===== src/rtl/sb_pkg.sv =====
package sb_pkg;

  // Life cycle of one functional-unit record.
  typedef enum logic [1:0] {
    PH_IDLE = 2'd0,  // no instruction assigned
    PH_OPS  = 2'd1,  // assigned, waiting to read operands
    PH_EXEC = 2'd2,  // operands read, latency countdown running
    PH_WB   = 2'd3   // result ready, waiting for write permission
  } slot_phase_e;

endpackage


===== src/rtl/sb_pending_table.sv =====
module sb_pending_table #(
  parameter int NREG  = 8,
  parameter int NUNIT = 4,
  localparam int RW = $clog2(NREG),
  localparam int UW = $clog2(NUNIT)
) (
  input  logic             clk,
  input  logic             rst_n,
  input  logic             set_en,
  input  logic [RW-1:0]    set_reg,
  input  logic [UW-1:0]    set_unit,
  input  logic [NUNIT-1:0] done_mask,
  input  logic [RW-1:0]    lk_a_reg,
  input  logic [RW-1:0]    lk_b_reg,
  input  logic [RW-1:0]    lk_d_reg,
  output logic             lk_a_v,
  output logic [UW-1:0]    lk_a_id,
  output logic             lk_b_v,
  output logic [UW-1:0]    lk_b_id,
  output logic             lk_d_v
);

  logic [NREG-1:0] pend_v_q;
  logic [UW-1:0]   pend_id_q [NREG];

  // One writer per register at most; a completion frees the entry it owns.
  always_ff @(posedge clk or negedge rst_n) begin
    if (!rst_n) begin
      for (int r = 0; r < NREG; r++) begin
        pend_v_q[r]  <= 1'b0;
        pend_id_q[r] <= '0;
      end
    end else begin
      for (int r = 0; r < NREG; r++) begin
        if (set_en && set_reg == RW'(r)) begin
          pend_v_q[r]  <= 1'b1;
          pend_id_q[r] <= set_unit;
        end else if (pend_v_q[r] && done_mask[pend_id_q[r]]) begin
          pend_v_q[r] <= 1'b0;
        end
      end
    end
  end

  assign lk_a_v  = pend_v_q[lk_a_reg];
  assign lk_a_id = pend_id_q[lk_a_reg];
  assign lk_b_v  = pend_v_q[lk_b_reg];
  assign lk_b_id = pend_id_q[lk_b_reg];
  assign lk_d_v  = pend_v_q[lk_d_reg];

  AST_SINGLE_WRITER: assert property (@(posedge clk) disable iff (!rst_n)
    set_en |-> !pend_v_q[set_reg]) else $error("second writer claimed a register");

endmodule


===== src/rtl/sb_unit_slot.sv =====
module sb_unit_slot
  import sb_pkg::*;
#(
  parameter int NREG  = 8,
  parameter int NUNIT = 4,
  parameter int LAT   = 1,
  parameter int CW    = 3,
  localparam int RW = $clog2(NREG),
  localparam int UW = $clog2(NUNIT)
) (
  input  logic             clk,
  input  logic             rst_n,
  input  logic             issue_en,
  input  logic [RW-1:0]    is_src_a,
  input  logic [RW-1:0]    is_src_b,
  input  logic [RW-1:0]    is_dst,
  input  logic             is_qa_v,
  input  logic [UW-1:0]    is_qa_id,
  input  logic             is_qb_v,
  input  logic [UW-1:0]    is_qb_id,
  input  logic [NUNIT-1:0] done_mask,
  input  logic             war_block,
  output logic             busy,
  output logic             rd_go,
  output logic             want_wb,
  output logic             wb_go,
  output logic [RW-1:0]    dst_o,
  output logic             unread_a,
  output logic             unread_b,
  output logic [RW-1:0]    src_a_o,
  output logic [RW-1:0]    src_b_o
);

  slot_phase_e   phase_q;
  logic [RW-1:0] sa_q, sb_q, dst_q;
  logic          qa_v_q, qb_v_q;
  logic [UW-1:0] qa_id_q, qb_id_q;
  logic [CW-1:0] cnt_q;

  always_ff @(posedge clk or negedge rst_n) begin
    if (!rst_n) begin
      phase_q <= PH_IDLE;
      sa_q    <= '0;
      sb_q    <= '0;
      dst_q   <= '0;
      qa_v_q  <= 1'b0;
      qb_v_q  <= 1'b0;
      qa_id_q <= '0;
      qb_id_q <= '0;
      cnt_q   <= '0;
    end else begin
      case (phase_q)
        PH_IDLE: begin
          if (issue_en) begin
            phase_q <= PH_OPS;
            sa_q    <= is_src_a;
            sb_q    <= is_src_b;
            dst_q   <= is_dst;
            qa_v_q  <= is_qa_v;
            qa_id_q <= is_qa_id;
            qb_v_q  <= is_qb_v;
            qb_id_q <= is_qb_id;
          end
        end
        PH_OPS: begin
          if (qa_v_q && done_mask[qa_id_q]) qa_v_q <= 1'b0;
          if (qb_v_q && done_mask[qb_id_q]) qb_v_q <= 1'b0;
          if (rd_go) begin
            cnt_q   <= CW'(LAT - 1);
            phase_q <= (LAT == 1) ? PH_WB : PH_EXEC;
          end
        end
        PH_EXEC: begin
          cnt_q <= cnt_q - 1'b1;
          if (cnt_q == CW'(1)) phase_q <= PH_WB;
        end
        PH_WB: begin
          if (wb_go) phase_q <= PH_IDLE;
        end
        default: phase_q <= PH_IDLE;
      endcase
    end
  end

  assign busy     = (phase_q != PH_IDLE);
  assign rd_go    = (phase_q == PH_OPS) && !qa_v_q && !qb_v_q;
  assign want_wb  = (phase_q == PH_WB);
  assign wb_go    = want_wb && !war_block;
  assign dst_o    = dst_q;
  assign src_a_o  = sa_q;
  assign src_b_o  = sb_q;
  assign unread_a = (phase_q == PH_OPS) && !qa_v_q;
  assign unread_b = (phase_q == PH_OPS) && !qb_v_q;

  AST_ISSUE_ONLY_IDLE: assert property (@(posedge clk) disable iff (!rst_n)
    issue_en |-> !busy) else $error("assignment to an occupied unit");
  AST_BUSY_AFTER_ISSUE: assert property (@(posedge clk) disable iff (!rst_n)
    issue_en |=> busy) else $error("accepted instruction not recorded");
  AST_RD_SINGLE: assert property (@(posedge clk) disable iff (!rst_n)
    rd_go |=> !rd_go) else $error("operand read repeated");
  AST_WB_FREES: assert property (@(posedge clk) disable iff (!rst_n)
    wb_go |=> !busy) else $error("unit still busy after completion");
  AST_WB_ONLY_AFTER_READ: assert property (@(posedge clk) disable iff (!rst_n)
    $rose(wb_go) |-> $past(phase_q) != PH_OPS || LAT == 1) else $error("write before latency");

endmodule


===== src/rtl/sb_war_check.sv =====
module sb_war_check #(
  parameter int NREG  = 8,
  parameter int NUNIT = 4,
  localparam int RW = $clog2(NREG)
) (
  input  logic [NUNIT-1:0] want_wb,
  input  logic [RW-1:0]    dst    [NUNIT],
  input  logic [NUNIT-1:0] unread_a,
  input  logic [NUNIT-1:0] unread_b,
  input  logic [RW-1:0]    src_a  [NUNIT],
  input  logic [RW-1:0]    src_b  [NUNIT],
  output logic [NUNIT-1:0] war_hold
);

  // A source that is unread and not waiting on a producer belongs to an
  // instruction older than any current writer of that register.
  for (genvar u = 0; u < NUNIT; u++) begin : g_writer
    logic clash;
    always_comb begin
      clash = 1'b0;
      for (int v = 0; v < NUNIT; v++) begin
        if (v != u) begin
          if (unread_a[v] && src_a[v] == dst[u]) clash = 1'b1;
          if (unread_b[v] && src_b[v] == dst[u]) clash = 1'b1;
        end
      end
    end
    assign war_hold[u] = want_wb[u] && clash;
  end

endmodule


===== src/rtl/scoreboard_issue.sv =====
module scoreboard_issue #(
  parameter int NREG     = 8,
  parameter int NUNIT    = 4,
  parameter int LAT_MIN  = 1,
  parameter int LAT_STEP = 1,
  localparam int RW      = $clog2(NREG),
  localparam int UW      = $clog2(NUNIT),
  localparam int LAT_MAX = LAT_MIN + (NUNIT - 1) * LAT_STEP,
  localparam int CW      = $clog2(LAT_MAX + 1)
) (
  input  logic             clk,
  input  logic             rst_n,
  input  logic             in_valid,
  output logic             in_ready,
  input  logic [RW-1:0]    in_src_a,
  input  logic [RW-1:0]    in_src_b,
  input  logic [RW-1:0]    in_dst,
  input  logic [UW-1:0]    in_unit,
  output logic             stall_waw,
  output logic             stall_unit_busy,
  output logic [NUNIT-1:0] unit_busy,
  output logic [NUNIT-1:0] rd_go,
  output logic [NUNIT-1:0] wb_go,
  output logic [NUNIT-1:0] war_hold
);

  logic          lk_a_v, lk_b_v, lk_d_v;
  logic [UW-1:0] lk_a_id, lk_b_id;
  logic          accept;
  logic          cap_qa_v, cap_qb_v;

  logic [NUNIT-1:0] want_wb, unread_a, unread_b;
  logic [RW-1:0]    u_dst   [NUNIT];
  logic [RW-1:0]    u_src_a [NUNIT];
  logic [RW-1:0]    u_src_b [NUNIT];

  sb_pending_table #(.NREG(NREG), .NUNIT(NUNIT)) i_table (
    .clk      (clk),
    .rst_n    (rst_n),
    .set_en   (accept),
    .set_reg  (in_dst),
    .set_unit (in_unit),
    .done_mask(wb_go),
    .lk_a_reg (in_src_a),
    .lk_b_reg (in_src_b),
    .lk_d_reg (in_dst),
    .lk_a_v   (lk_a_v),
    .lk_a_id  (lk_a_id),
    .lk_b_v   (lk_b_v),
    .lk_b_id  (lk_b_id),
    .lk_d_v   (lk_d_v)
  );

  // WAW freezes the whole stream; the unit check is purely structural.
  assign in_ready        = !unit_busy[in_unit] && !lk_d_v;
  assign accept          = in_valid && in_ready;
  assign stall_waw       = in_valid && lk_d_v;
  assign stall_unit_busy = in_valid && unit_busy[in_unit];

  // A producer retiring in the acceptance cycle is already resolved.
  assign cap_qa_v = lk_a_v && !wb_go[lk_a_id];
  assign cap_qb_v = lk_b_v && !wb_go[lk_b_id];

  for (genvar i = 0; i < NUNIT; i++) begin : g_unit
    sb_unit_slot #(
      .NREG (NREG),
      .NUNIT(NUNIT),
      .LAT  (LAT_MIN + i * LAT_STEP),
      .CW   (CW)
    ) i_slot (
      .clk      (clk),
      .rst_n    (rst_n),
      .issue_en (accept && in_unit == UW'(i)),
      .is_src_a (in_src_a),
      .is_src_b (in_src_b),
      .is_dst   (in_dst),
      .is_qa_v  (cap_qa_v),
      .is_qa_id (lk_a_id),
      .is_qb_v  (cap_qb_v),
      .is_qb_id (lk_b_id),
      .done_mask(wb_go),
      .war_block(war_hold[i]),
      .busy     (unit_busy[i]),
      .rd_go    (rd_go[i]),
      .want_wb  (want_wb[i]),
      .wb_go    (wb_go[i]),
      .dst_o    (u_dst[i]),
      .unread_a (unread_a[i]),
      .unread_b (unread_b[i]),
      .src_a_o  (u_src_a[i]),
      .src_b_o  (u_src_b[i])
    );
  end

  sb_war_check #(.NREG(NREG), .NUNIT(NUNIT)) i_war (
    .want_wb (want_wb),
    .dst     (u_dst),
    .unread_a(unread_a),
    .unread_b(unread_b),
    .src_a   (u_src_a),
    .src_b   (u_src_b),
    .war_hold(war_hold)
  );

  AST_HOLD_BLOCKS_WRITE: assert property (@(posedge clk) disable iff (!rst_n)
    (war_hold & wb_go) == '0) else $error("held unit wrote its result");
  AST_WAW_NO_ACCEPT: assert property (@(posedge clk) disable iff (!rst_n)
    stall_waw |=> $stable(unit_busy) || (|$past(wb_go))) else $error("assignment during WAW freeze");

endmodule


===== config.mk =====
export PLATFORM = sky130hd
export DESIGN_NAME = scoreboard_issue
export DESIGN_NICKNAME = d
export VERILOG_FILES = /design/src/rtl/sb_pkg.sv /design/src/rtl/sb_pending_table.sv /design/src/rtl/sb_unit_slot.sv /design/src/rtl/sb_war_check.sv /design/src/rtl/scoreboard_issue.sv
export SDC_FILE = /design/constraint.sdc
export NUM_CORES = 1
export LEC_CHECK = 0
export ABC_AREA = 0
export BUFFER_PORTS_ARGS = -buffer_cell sky130_fd_sc_hd__buf_2
export CORE_ASPECT_RATIO = 0.7
export CORE_MARGIN = 4
export CORE_UTILIZATION = 62
export DETAILED_ROUTE_END_ITERATION = 6
export PLACE_DENSITY = 0.79
export SYNTH_ARGS = -nofsm -noshare
export SYNTH_HDL_FRONTEND = slang
export SYNTH_SLANG_ARGS = --single-unit

===== constraint.sdc =====
create_clock -name clk -period 3.4 [get_ports clk]
set_clock_uncertainty 0.2 [all_clocks]
set_input_delay 0.34 -clock clk [delete_from_list [all_inputs] [get_ports clk]]
set_output_delay 0.34 -clock clk [all_outputs]
set_load 0.005 [all_outputs]

Word level (Yosys, flattened, before mapping)
Index checks and enable logic that the tools add are counted.
Word-level totals
  register bits: 104
  bits in latches: 0
  RAM bits: 0
  bits in read-only memories: 0
  bits of input ports: 14
  output and inout bits: 19
  word-level logic and storage cells: 438
  memories kept: 0
Operators by class
  add/sub/neg operators: 4
  multiply operators: 0
  div/mod/pow operators: 0
  order comparisons: 24
  equality and inequality tests: 74
  shift operators: 0
  muxes and demuxes: 142
  bitwise gates (word level): 2
  reductions and logical operators: 140
Operators with widths (number)
  $logic_and 1x1->1: 78
  $mux 1: 78
  $eq 3x3->1: 24
  $lt 2x3->1 const B: 19
  $mux 2: 20
  $ne 2x1->1 const B: 20
  $reduce_bool 2->1: 20
  $bmux 1 s2: 19
  $pmux 2 s4: 4
  $pmux 3 s2: 4
  $reduce_and 3->1: 8
  $eq 2x2->1 const B: 10
  $logic_not 1->1: 16
  $pmux 1 s2: 8
  $reduce_and 2->1: 8
  $reduce_and 4->1: 4
  $eq 3x1->1 const B: 5
  $bmux 2 s3: 2
  $eq 3x3->1 const B: 4
  $lt 3x4->1 const B: 3
  $mux 3: 4
  $sub 3x1->3 const B: 4
  $eq 2x1->1 const B: 5
  $logic_not 2->1: 5
  6 further kinds: 14

Logic depth before layout (Yosys ltp)
  depth after elaboration: 18
  mapped depth: 11
  mapped depth without buffers: 9

Modules after synthesis
Synthesis repeated with hierarchy kept, for this count alone.
Second synthesis, totals
  cell total of the unflattened synthesis: 598
  area total of the unflattened synthesis: 6901.6 um^2
By module, submodules not included
  sb_unit_slot (g_unit[2].i_slot ...): instances 2, cells an instance 87, area an instance 1041.0 um^2, seq. area each 500.5 um^2
  sb_pending_table: instances 1, cells an instance 112, area an instance 1620.3 um^2, seq. area each 600.6 um^2
  sb_unit_slot (g_unit[1].i_slot): instances 1, cells an instance 88, area an instance 1039.7 um^2, seq. area each 500.5 um^2
  sb_unit_slot (g_unit[0].i_slot): instances 1, cells an instance 86, area an instance 1023.5 um^2, seq. area each 500.5 um^2
  sb_war_check: instances 1, cells an instance 124, area an instance 996.0 um^2, seq. area each 0.0 um^2
  scoreboard_issue: instances 1, cells an instance 14, area an instance 140.1 um^2, seq. area each 0.0 um^2

Worst setup path after synthesis
No wires, ideal clock.
  path kind: input -> register
  start point: in in_dst[0]
  end point: reg g_unit[0].i_slot.phase_q[1]
  library setup time: 125 ps
  data arrival time: 2445 ps
  required time: 3075 ps
  setup slack: 629 ps
  stages on the path: 8
  buffers on the path: 2
  path through: buf_6 > mux4_2 > mux2i_1 > and2_1 > buf_4 > or4b_4 > a211o_1 > mux2_4
Between the ends
  cells in the longest elaborated chain, start to end: 8
Ends and longest elaborated chain
  from (decl): RTL line scoreboard_issue.sv:17  | input logic [RW-1:0] in_dst,
  $bmux 1 s3: RTL line sb_pending_table.sv:49  | assign lk_d_v = pend_v_q[lk_d_reg];
  $mux 1 (implied by the code): RTL line sb_pending_table.sv:49
  $logic_not 1->1: RTL line scoreboard_issue.sv:55  | assign in_ready = !unit_busy[in_unit] && !lk_d_v;
  $logic_and 1x1->1: RTL line scoreboard_issue.sv:55
  $logic_and 1x1->1: RTL line scoreboard_issue.sv:56  | assign accept = in_valid && in_ready;
  $logic_and 1x1->1: RTL line scoreboard_issue.sv:73  | .issue_en (accept && in_unit == UW'(i)),
  $ne 2x1->1 (no source line)
  $reduce_and 4->1 (no source line)
  to (signal assigned): RTL line sb_unit_slot.sv:70  | phase_q <= (LAT == 1) ? PH_WB : PH_EXEC;
  to (decl): RTL line sb_unit_slot.sv:34  | slot_phase_e phase_q;
Every way passes these cells. The select of a mux whose other input is x is not followed.
A chain may end at the register's enable or synchronous reset.

Worst setup path in the final report
  start point: reg g_unit[2].i_slot.phase_q[1]
  end point: out wb_go[3]
Between the ends
  cells in the longest elaborated chain, start to end: 8
  elaborated cells on any way between the ends: 10
  classes of those cells: 1 x eq/ne; 2 x mux; 7 x reduce/logical
Ends and longest elaborated chain
  from (decl): RTL line sb_unit_slot.sv:34
  from (signal assigned): RTL line sb_unit_slot.sv:70
  $eq 2x1->1 *: RTL line sb_unit_slot.sv:92, sb_unit_slot.sv:93
  $logic_and 1x1->1: RTL line sb_unit_slot.sv:92  | assign unread_a = (phase_q == PH_OPS) && !qa_v_q;
  $logic_and 1x1->1: RTL line sb_war_check.sv:23  | if (unread_a[v] && src_a[v] == dst[u]) clash = 1'b1;
  $mux 1: RTL line sb_war_check.sv:23
  $mux 1 *: RTL line sb_war_check.sv:24  | if (unread_b[v] && src_b[v] == dst[u]) clash = 1'b1;
  $logic_and 1x1->1 *: RTL line sb_war_check.sv:28  | assign war_hold[u] = want_wb[u] && clash;
  $logic_not 1->1 *: RTL line sb_unit_slot.sv:88  | assign wb_go = want_wb && !war_block;
  $logic_and 1x1->1 *: RTL line sb_unit_slot.sv:88
  to (decl): RTL line scoreboard_issue.sv:23  | output logic [NUNIT-1:0] wb_go,
Mark *: on every way between the ends. The rest lies on a longest branch, timed or not.

==> out/qor.csv <==
metric,value,unit
drc_errors,0,
dpl-instance-area,6820,um^2
rr_endpoint,g_unit[2].i_slot.qb_v_q,
clk_pin_slew_worst_paths,70,ps
worstHoldStart,in_dst[2],
async_flop_share,1.00,
whs_endpoint,g_unit[1].i_slot.dst_o[2],
syn_nets,632,
timing.fmax,0.311,GHz
crit_slowest_cell,nand4_1,
nFillCells,768,
ys_seq_area_frac,0.393,
initial_core_util,0.637,
ys_warn_count,0,
synth_top_flop_cell,dfrtp_1,
cts_sinks,104,
tns,0,ps
avgRoutedWirePerCell,22.5,um
worstSetupPathType,reg -> out,
place_inst,721,
drv_slew,0,
yosys.area.top_type,dfrtp_1,
numCtsBuffers,9,
slew_headroom,0.568,
setup_violations,0,
overflow,0,
cts_tree,yes,
path_cells,inv_1 -> ha_1 -> inv_1 -> nor2_1 -> a41oi_1 -> nand4_1 -> buf_4 -> inv_1 -> buf_2,
r2r_slack,190,ps
post-route-period-util,0.945,
synth_seq_cells,104,
post_cts_buffers,0,
status,completed,
clockBufferDepth,2,
cpPeakStageDelay,440,ps
hpwl,12.2,mm
required,2860,ps
drt_wl_total,16.6,mm
rr_startpoint,g_unit[3].i_slot.phase_q[1],
yosysMostFrequentCell,dfrtp_1,
seq_area,2600,um^2
met3_usage,0.0698,
num_vias,4830,
synth.top_cell.area_share,0.393,
rows,31,
layoutNonFillerInstCount,738,
syn_inst,593,
die_area,12400,um^2
hold_class,in -> reg,
first_pass_iters,5,
fin_hold_ws,198,ps
port_buffers,32,
cap_violations,0,
syn_avg_cell_area,11.2,um^2
synth_edf_count,0,
rsz0062_at_grt,no,
ys_top_cells_by_area,"dfrtp_1 39%, mux4_2 11%, mux2_2 9.9%",
place_congestion,0.927,
io_pins,33,
grt_max_degree,105,
cts-root-buf,clkbuf_16,
hold-path-cell-count,2,
grt_pass1_wl,26.4,mm
met1_usage,0.379,
first_iter_violations,402,
ys_types,44,
endpoint_kind,output port,
max-vdd-ir-drop,0.522,mV
finalHoldViolCount,0,
synthesis.area,6630,um^2
power.density,1050,nW/um^2
die_y,94.5,um
synthTopCellsByCount,"104 x dfrtp_1, 58 x mux2_2, 39 x xor2_1",
worstRegToRegCells,10,
top_usage_layer,met2,
startpoint_type,flop,
final_nets,640,
cp_max_fo,11,
multi_input_comb_area,3630,um^2
coreArea,10400,um^2
cpMostUsedCell,inv_1,
antenna_found_initial,0,
grtUsageMet2,0.437,
grt.total_usage,0.278,
fin_area,7120,um^2
clock_latency,350,ps
ant_nets,0,
drive_gt1_frac,0.257,
syn2layout_area_growth,7.50,%
worst-path-buf-inv,5,
leakage,3.26,nW
via_per_inst,6.54,
ctsHtreeMaxLevel,3,
crit_family,buffers and inverters,
diodes,0,
crit_arrival,2670,ps
die_w,132,um
grt_pass1_vias,4825,
finalCriticalPeriod,3210,ps
tightest_slew,631,ps
-- cells in the final DEF, fill, tap and decap left out, types with 3 or more instances in the layout --
cell	instances
a211o_1	3
a21o_1	9
a21oi_1	10
a22o_1	3
a31oi_1	12
a41oi_1	11
and2_1	3
and3_1	6
buf_2	31
buf_4	16
clkbuf_16	9
dfrtp_1	104
ha_1	25
inv_1	35
inv_6	3
mux2_2	58
mux2i_1	16
mux4_2	31
nand2_1	29
nand2b_1	9
nand3_1	7
nand3b_1	3
nand4_1	5
nor2_1	21
nor2b_1	3
nor3_1	5
nor4_1	12
o211ai_1	4
o21ai_0	25
or3_1	6
xnor2_1	33
xor2_1	39
-- sequential cells by signal, indices dropped and copies added (netlist names) --
signal / cells
g_unit.i_slot.phase_q: 8
g_unit.i_slot.dst_o: 12
i_table.pend_id_q: 16
g_unit.i_slot.qb_id_q: 8
g_unit.i_slot.cnt_q: 12
g_unit.i_slot.src_a_o: 12
g_unit.i_slot.qa_v_q: 4
g_unit.i_slot.src_b_o: 12
i_table.pend_v_q: 8
g_unit.i_slot.qb_v_q: 4
g_unit.i_slot.qa_id_q: 8
-- cell type report --
type / instances / area share
multi-input cells: 402 / 0.510
repair buffers: 49 / 0.0429
flip-flops and latches: 104 / 0.365
well taps: 132 / 0.0232
inverters: 35 / 0.0184
clock inverters: 7 / 0.00896
clock buffers: 9 / 0.0316
-- report_power, final --
part	total, W	internal (W)	switching [W]
clock	0.00101	0.000511	0.000496
sequential	0.00270	0.00181	0.000894
combinational	0.00376	0.00194	0.00182
-- worst max-delay path by stage --
stage / from / end / slack (ps) / cells after the start
after floorplan: in_dst[0] / g_unit[0].i_slot.phase_q[1] / 630 / 8
after global placement: g_unit[3].i_slot.phase_q[1] / g_unit[2].i_slot.qb_v_q / 390 / 10
after detailed placement: g_unit[3].i_slot.phase_q[1] / g_unit[2].i_slot.qb_v_q / 300 / 10
after CTS: g_unit[2].i_slot.phase_q[1] / wb_go[3] / 210 / 9
after global routing: g_unit[2].i_slot.phase_q[1] / wb_go[3] / 30 / 9
final: g_unit[2].i_slot.phase_q[1] / wb_go[3] / 190 / 9
-- kinds of logic (layout without fill, tap and decap cells) --
| family | count (synthesis) | after routing | synth area share |
|---|---|---|---|
| AO/OA/AOI/OAI | 84 | 84 | 0.0835 |
| XOR/XNOR | 72 | 72 | 0.0952 |
| adder cells (fa/ha/maj) | 25 | 25 | 0.0472 |
| buffers and inverters | 87 | 100 | 0.0604 |
| flip-flops | 104 | 104 | 0.393 |
| multiplexers | 106 | 106 | 0.230 |
| AND/OR/NAND/NOR | 115 | 115 | 0.0906 |
-- stage by stage --
step           total power (W)  setup WS, ps  utilization
2_1_floorplan          0.00537           629            -
3_3_place_gp           0.00615           391        0.656
3_5_place_dp           0.00639           302        0.656
4_1_cts                0.00743           213        0.685
5_1_grt                0.00795          32.2        0.685
6_report               0.00747           187        0.685
-- routing by layer --
metal,share of wire,vias up
met5,0,-
met3,0.077,40
met4,0.029,0
met2,0.46,223
li1,-,2128
met1,0.43,2439
-- timing repair --
item	CTS	global route
resized for setup	0	1
endpoints found under the hold margin	104	0
hold buffers	1	0
setup endpoints to repair	0	1
No activity file was read; power rests on OpenSTA's default activity.
